==> src/rtl/can_fc_pkg.sv <==
package can_fc_pkg;

  typedef enum logic [1:0] {
    FC_ACTIVE  = 2'b00,
    FC_PASSIVE = 2'b01,
    FC_BUSOFF  = 2'b10
  } fc_state_e;

  function automatic fc_state_e fc_encode(input logic busoff, input logic passive);
    if (busoff)       return FC_BUSOFF;
    else if (passive) return FC_PASSIVE;
    else              return FC_ACTIVE;
  endfunction

endpackage

==> src/rtl/can_busoff_recovery.sv <==
// Counts consecutive recessive sampled bits while bus-off is held and
// emits a one-cycle pulse each time a full run has been seen.
module can_busoff_recovery #(
  parameter int RUN_LEN = 11
) (
  input  logic clk,
  input  logic rst_n,
  input  logic en_i,
  input  logic bit_stb_i,
  input  logic bit_rec_i,
  output logic group_o
);
  localparam int RUN_W = $clog2(RUN_LEN);
  localparam logic [RUN_W-1:0] RUN_LAST = RUN_W'(RUN_LEN - 1);

  logic [RUN_W-1:0] run_q;
  logic             at_last;

  assign at_last = (run_q == RUN_LAST);
  assign group_o = en_i && bit_stb_i && bit_rec_i && at_last;

  always_ff @(posedge clk or negedge rst_n) begin
    if (!rst_n) begin
      run_q <= '0;
    end else if (!en_i) begin
      run_q <= '0;
    end else if (bit_stb_i) begin
      if (!bit_rec_i || at_last) run_q <= '0;
      else                       run_q <= run_q + 1'b1;
    end
  end
endmodule

==> src/rtl/can_tec_unit.sv <==
// Transmit error counter. Outside bus-off it holds the weighted error
// count; in bus-off it is reused as the recovery group counter.
module can_tec_unit #(
  parameter int CNT_W   = 8,
  parameter int STEP    = 8,
  parameter int GROUPS  = 128
) (
  input  logic             clk,
  input  logic             rst_n,
  input  logic             busoff_i,
  input  logic             err_i,
  input  logic             ok_i,
  input  logic             group_i,
  output logic             overflow_o,
  output logic             recovered_o,
  output logic [CNT_W-1:0] tec_o
);
  localparam int SUM_W = CNT_W + 1;
  localparam logic [CNT_W-1:0] GROUP_LAST = CNT_W'(GROUPS - 1);
  localparam logic [SUM_W-1:0] STEP_W     = SUM_W'(STEP);

  logic [CNT_W-1:0] tec_q;
  logic [SUM_W-1:0] sum;

  assign sum         = {1'b0, tec_q} + STEP_W;
  assign overflow_o  = !busoff_i && err_i && sum[CNT_W];
  assign recovered_o = busoff_i && group_i && (tec_q == GROUP_LAST);
  assign tec_o       = tec_q;

  always_ff @(posedge clk or negedge rst_n) begin
    if (!rst_n) begin
      tec_q <= '0;
    end else if (busoff_i) begin
      if (group_i) begin
        if (recovered_o) tec_q <= '0;
        else             tec_q <= tec_q + 1'b1;
      end
    end else if (err_i) begin
      if (sum[CNT_W]) tec_q <= '0;
      else            tec_q <= sum[CNT_W-1:0];
    end else if (ok_i && (tec_q != '0)) begin
      tec_q <= tec_q - 1'b1;
    end
  end
endmodule

==> src/rtl/can_rec_unit.sv <==
// Receive error counter with a saturating ceiling and a reload on the
// first good reception after saturation.
module can_rec_unit #(
  parameter int CNT_W  = 8,
  parameter int LIMIT  = 127,
  parameter int RELOAD = 119
) (
  input  logic             clk,
  input  logic             rst_n,
  input  logic             hold_i,
  input  logic             clear_i,
  input  logic             err_i,
  input  logic             ok_i,
  output logic [CNT_W-1:0] rec_o
);
  localparam logic [CNT_W-1:0] LIMIT_W  = CNT_W'(LIMIT);
  localparam logic [CNT_W-1:0] RELOAD_W = CNT_W'(RELOAD);

  logic [CNT_W-1:0] rec_q;
  logic             sat;

  assign sat   = (rec_q > LIMIT_W);
  assign rec_o = rec_q;

  always_ff @(posedge clk or negedge rst_n) begin
    if (!rst_n) begin
      rec_q <= '0;
    end else if (clear_i) begin
      rec_q <= '0;
    end else if (!hold_i) begin
      if (err_i) begin
        if (!sat) rec_q <= rec_q + 1'b1;
      end else if (ok_i) begin
        if (sat)                rec_q <= RELOAD_W;
        else if (rec_q != '0)   rec_q <= rec_q - 1'b1;
      end
    end
  end
endmodule

==> src/rtl/can_fault_counters.sv <==
module can_fault_counters #(
  parameter int CNT_W        = 8,
  parameter int WORD_W       = 32,
  parameter int PASSIVE_LIM  = 127,
  parameter int TX_STEP      = 8,
  parameter int RUN_LEN      = 11,
  parameter int RECOV_GROUPS = 128,
  parameter int RX_RELOAD    = 119
) (
  input  logic              clk,
  input  logic              rst_n,
  input  logic              tx_err_i,
  input  logic              rx_err_i,
  input  logic              ack_err_i,
  input  logic              tx_ok_i,
  input  logic              rx_ok_i,
  input  logic              bit_stb_i,
  input  logic              bit_rec_i,
  output logic [CNT_W-1:0]  tec_o,
  output logic [CNT_W-1:0]  rec_o,
  output logic [WORD_W-1:0] cnt_word_o,
  output logic [1:0]        fc_state_o
);
  import can_fc_pkg::*;

  localparam int PAD_W = WORD_W - 2 * CNT_W;
  localparam logic [CNT_W-1:0] LIM_W = CNT_W'(PASSIVE_LIM);

  logic             busoff_q;
  logic             passive;
  logic             tx_fault;
  logic             group;
  logic             overflow;
  logic             recovered;
  logic [CNT_W-1:0] tec;
  logic [CNT_W-1:0] rec;

  assign passive  = (tec > LIM_W) || (rec > LIM_W);
  assign tx_fault = tx_err_i || (ack_err_i && !passive);

  can_busoff_recovery #(.RUN_LEN(RUN_LEN)) u_recov (
    .clk       (clk),
    .rst_n     (rst_n),
    .en_i      (busoff_q),
    .bit_stb_i (bit_stb_i),
    .bit_rec_i (bit_rec_i),
    .group_o   (group)
  );

  can_tec_unit #(.CNT_W(CNT_W), .STEP(TX_STEP), .GROUPS(RECOV_GROUPS)) u_tec (
    .clk         (clk),
    .rst_n       (rst_n),
    .busoff_i    (busoff_q),
    .err_i       (tx_fault),
    .ok_i        (tx_ok_i),
    .group_i     (group),
    .overflow_o  (overflow),
    .recovered_o (recovered),
    .tec_o       (tec)
  );

  can_rec_unit #(.CNT_W(CNT_W), .LIMIT(PASSIVE_LIM), .RELOAD(RX_RELOAD)) u_rec (
    .clk     (clk),
    .rst_n   (rst_n),
    .hold_i  (busoff_q),
    .clear_i (recovered),
    .err_i   (rx_err_i),
    .ok_i    (rx_ok_i),
    .rec_o   (rec)
  );

  always_ff @(posedge clk or negedge rst_n) begin
    if (!rst_n)         busoff_q <= 1'b0;
    else if (overflow)  busoff_q <= 1'b1;
    else if (recovered) busoff_q <= 1'b0;
  end

  generate
    if (PAD_W > 0) begin : g_pad
      assign cnt_word_o = {{PAD_W{1'b0}}, rec, tec};
    end else begin : g_nopad
      assign cnt_word_o = {rec, tec};
    end
  endgenerate

  assign tec_o      = tec;
  assign rec_o      = rec;
  assign fc_state_o = fc_encode(busoff_q, passive);
endmodule

==> config.mk <==
export PLATFORM = sky130hd
export DESIGN_NAME = can_fault_counters
export DESIGN_NICKNAME = d
export VERILOG_FILES = /design/src/rtl/can_fc_pkg.sv /design/src/rtl/can_busoff_recovery.sv /design/src/rtl/can_tec_unit.sv /design/src/rtl/can_rec_unit.sv /design/src/rtl/can_fault_counters.sv
export SDC_FILE = /design/constraint.sdc
export NUM_CORES = 1
export LEC_CHECK = 0
export BUFFER_PORTS_ARGS = -buffer_cell sky130_fd_sc_hd__buf_2
export CAP_MARGIN = 20
export CORE_MARGIN = 3
export CORE_UTILIZATION = 53
export DETAILED_ROUTE_END_ITERATION = 8
export MAX_ROUTING_LAYER = met4
export PLACE_DENSITY = 0.79
export SYNTH_ARGS = -nofsm -noshare
export SYNTH_HDL_FRONTEND = slang
export SYNTH_HIERARCHICAL = 1
export SYNTH_SLANG_ARGS = --single-unit
==> constraint.sdc <==
create_clock -name clk -period 2.88 [get_ports clk]
set_clock_uncertainty 0.2 [all_clocks]
set_input_delay 0.576 -clock clk [delete_from_list [all_inputs] [get_ports clk]]
set_output_delay 0.576 -clock clk [all_outputs]
set_load 0.005 [all_outputs]
==> results by group <==
Logic synthesis
  – Post-synth ARST share: 1.00
  – YS warnings: 6
  – Area leader, netlist: dfrtp_1
  – Mapped Cells: 255
  – Yosys reg bits: 21
  – Synth top area cells: dfrtp_1 (25%), buf_4 (12%), ha_1 (5.9%), nor2_1 (3.5%), nand2_1 (2.8%)
  – Number of synthesized flops with an enable pin: 0
  – Ys flop type: dfrtp_1
  – Syn avg cell area: approximately 8.3 um^2
  – Distinct cell type count after synthesis: 67
  – Yosys top cell area share: 0.247
  – Post-synthesis sequential area ratio: 0.247
  – Cell area after synthesis: roughly 2100 um^2

Setup path
  – Crit. End Element: register
  – WP data required: 2.81 ns
  – Most numerous cell on the critical path: nor2_1
  – Critical path arrival: 2.39 ns
  – Worst path bufs/invs: 1
  – CP max stage delay: 0.41 ns
  – Reg2Reg Launch Point: u_recov/run_q[0]
  – Worst path cell trace: inv_1, ha_1, nand3b_4, nor2_1, nand4b_1, o21ai_1, nor2_1, o41ai_1, o31ai_1
  – Slowest CP cell: dfrtp_1
  – Crit Path Class: register to register
  – Cell family with most CP delay: compound AO/OA/AOI/OAI gates
  – Worst Path Max Fanout: 6
  – Setup crit start kind: register
  – Setup crit start: u_recov/run_q[0]

Timing
  – Achievable Freq: 407 MHz
  – Worst Tran Pin Value: 0.602 ns
  – Final count of hold timing violations: 0
  – Hold Slack: 0.0665 ns
  – Fin. max-slew vios: 0
  – Setup WS post-layout: 0.421 ns
  – TNS Setup: 0 ns
  – Setup-failing EPs final: 0
  – Slew HR: 0.594
  – Fin crit share: 0.854
  – Min Tclk post-route: 2.46 ns
  – RSZ-0062 raised after global routing: no

Clock network
  – CTS Root Cell: clkbuf_8
  – Clk Latency, worst-skew pair: roughly 0.25 ns
  – Clock slew at reported path FFs: 0.08 ns
  – Hold_buf cts: 0
  – CTS tree: built
  – Post_cts resized: 0
  – CTS Buffer Depth: 2
  – Htree depth: 1
  – Post-CTS setup buffer count: 0
  – Total CTS buffers: 3
  – Sinks on Clock Net: 21

Cells and area
  – Layout Nets: slightly below 300
  – Share of layout cells above drive strength 1: 0.240
  – Multi-input logic area: between 1000 and 1500 um^2
  – Post-route insts no fill: 323
  – Most frequent cells in the layout: buf_2 (42), dfrtp_1 (21), nor2_1 (20)
  – Register area: about 530 um^2
  – Area grow syn2layout: 3.88%
  – # diodes: 0
  – Finished Cell Area: between 2000 and 2500 um^2
  – Core Util, Final: 0.586
  – Most common cell after layout, fill and taps aside: buf_2
  – Fillcell total: 352

Placed design
  – DP Cell Count: 319
  – DP Area: 2170 um^2
  – Pre-CTS setup slack: 0.437 ns
  – IO buf count: 42
  – DP HPWL: between 3 and 4 mm
  – GP Congestion: 0.879

Global routing
  – Vias in the first global route: 1615
  – Global-route wire length before repair: 7.90 mm
  – Total gr overflow: 0
  – GRT Overall Usage: 0.200
  – Largest net degree at the start of global routing: 22
  – Initial antenna violation count: 0

Power
  – Leakage power: 1.05 nW
  – VDD IR-drop max: around 0.4 mV
  – Pwr/cell area: about 900 nW/um^2
  – Power Total: 2.00 mW

Routing
  – Antenna Nets Post-Route: 0
  – Drt drc: 0
  – DRT Wirelength: 4.65 mm
  – Via density: 5.82
  – Wire per inst: 14.4 um
  – DRT Pass-1 Iters: 5
  – Total number of vias: about 1900
  – Starting DRT DRC Count: 144

Floorplanning
  – Row count: 22
  – Die span in x: a little under 70 um
  – Core area: between 3000 and 4000 um^2
  – # IOs: 59
  – Die area: approximately 4800 um^2
  – Chip height: 69.4 um
  – Initial Util: 0.564

Job
  – Max-cap violations: 0

Run status
  – Outcome: completed

Hold path
  – HP Class: input pin to asynchronous set/reset pin
==> synthesized netlist by cell type, types with 3 or more instances <==
master,instances
o21ai_1,4
xnor2_1,3
nand4_1,4
a21oi_1,11
buf_2,3
nand2b_1,4
inv_1,14
nor2_1,20
nor4_1,3
nand3_1,7
o31ai_1,5
nand2_1,16
or3_1,3
clkbuf_1,3
and3_1,3
nor3_1,8
a31oi_1,3
o21ai_0,11
buf_4,34
nor2b_1,3
ha_1,10
a21boi_0,3
dfrtp_1,21
o21a_1,4
nand4b_1,3
a22oi_1,3
==> state kept, by name, summed over array words and instances, names as in the netlist <==
| signal | flops |
|---|---|
| u_recov/run_q | 4 |
| busoff_q | 1 |
| u_tec/tec_o | 8 |
| u_rec/rec_o | 8 |
==> worst reg2reg max path, cell delays in order (launching register included) <==
cell      delay [ns]
dfrtp_1         0.41
inv_1           0.09
ha_1            0.22
nand3b_4        0.10
nor2_1          0.23
nand4b_1        0.15
o21ai_1         0.34
nor2_1          0.10
o41ai_1         0.37
o31ai_1         0.12
==> kinds of logic (layout without fill, tap and decap cells) <==
group,Yosys count,in the layout,synth area share
adders and majority gates,10,10,0.0588
other,1,16,0.00176
and+or+nand+nor,93,93,0.258
xor gates and xnor gates,4,4,0.0165
AOI/OAI and AO/OA,68,68,0.247
buffers and inverters,58,63,0.171
DFF,21,21,0.247
==> metal layers <==
layer,up-vias,wire [um],global-route usage
li1,919,-,-
met1,875,2200,0.290
met2,81,2090,0.294
met3,4,311,0.0232
met4,0,38,0.0521
met5,-,0,-
==> final cells by class <==
type,count,share of cell area
multi-input combinational,191,0.586
sequential,21,0.238
timing repair buffer,45,0.105
tap,48,0.0272
inverter,14,0.0238
clock buffer,4,0.0204
==> final timing paths <==
kind / cells after the start / end / slack (ns)
worst max-delay path: 9 / u_tec/tec_o[7] / 0.42
worst min register to register: 2 / u_recov/run_q[1] / 0.41
worst min-delay path: 1 / u_rec/rec_o[2] / 0.07
max in group asynchronous: 1 / u_recov/run_q[3] / 2.08
min in group clk: 2 / u_recov/run_q[1] / 0.41
worst max register to register: 9 / u_tec/tec_o[7] / 0.42
==> power by group <==
| part | switching, mW | total (mW) | internal (mW) | leakage (nW) |
|---|---|---|---|---|
| combinational | 0.603 | 1.13 | 0.527 | 0.763 |
| clock | 0.0943 | 0.193 | 0.0984 | 0.0228 |
| sequential | 0.272 | 0.675 | 0.403 | 0.267 |
Note: power is estimated with default switching activity, not from simulation.
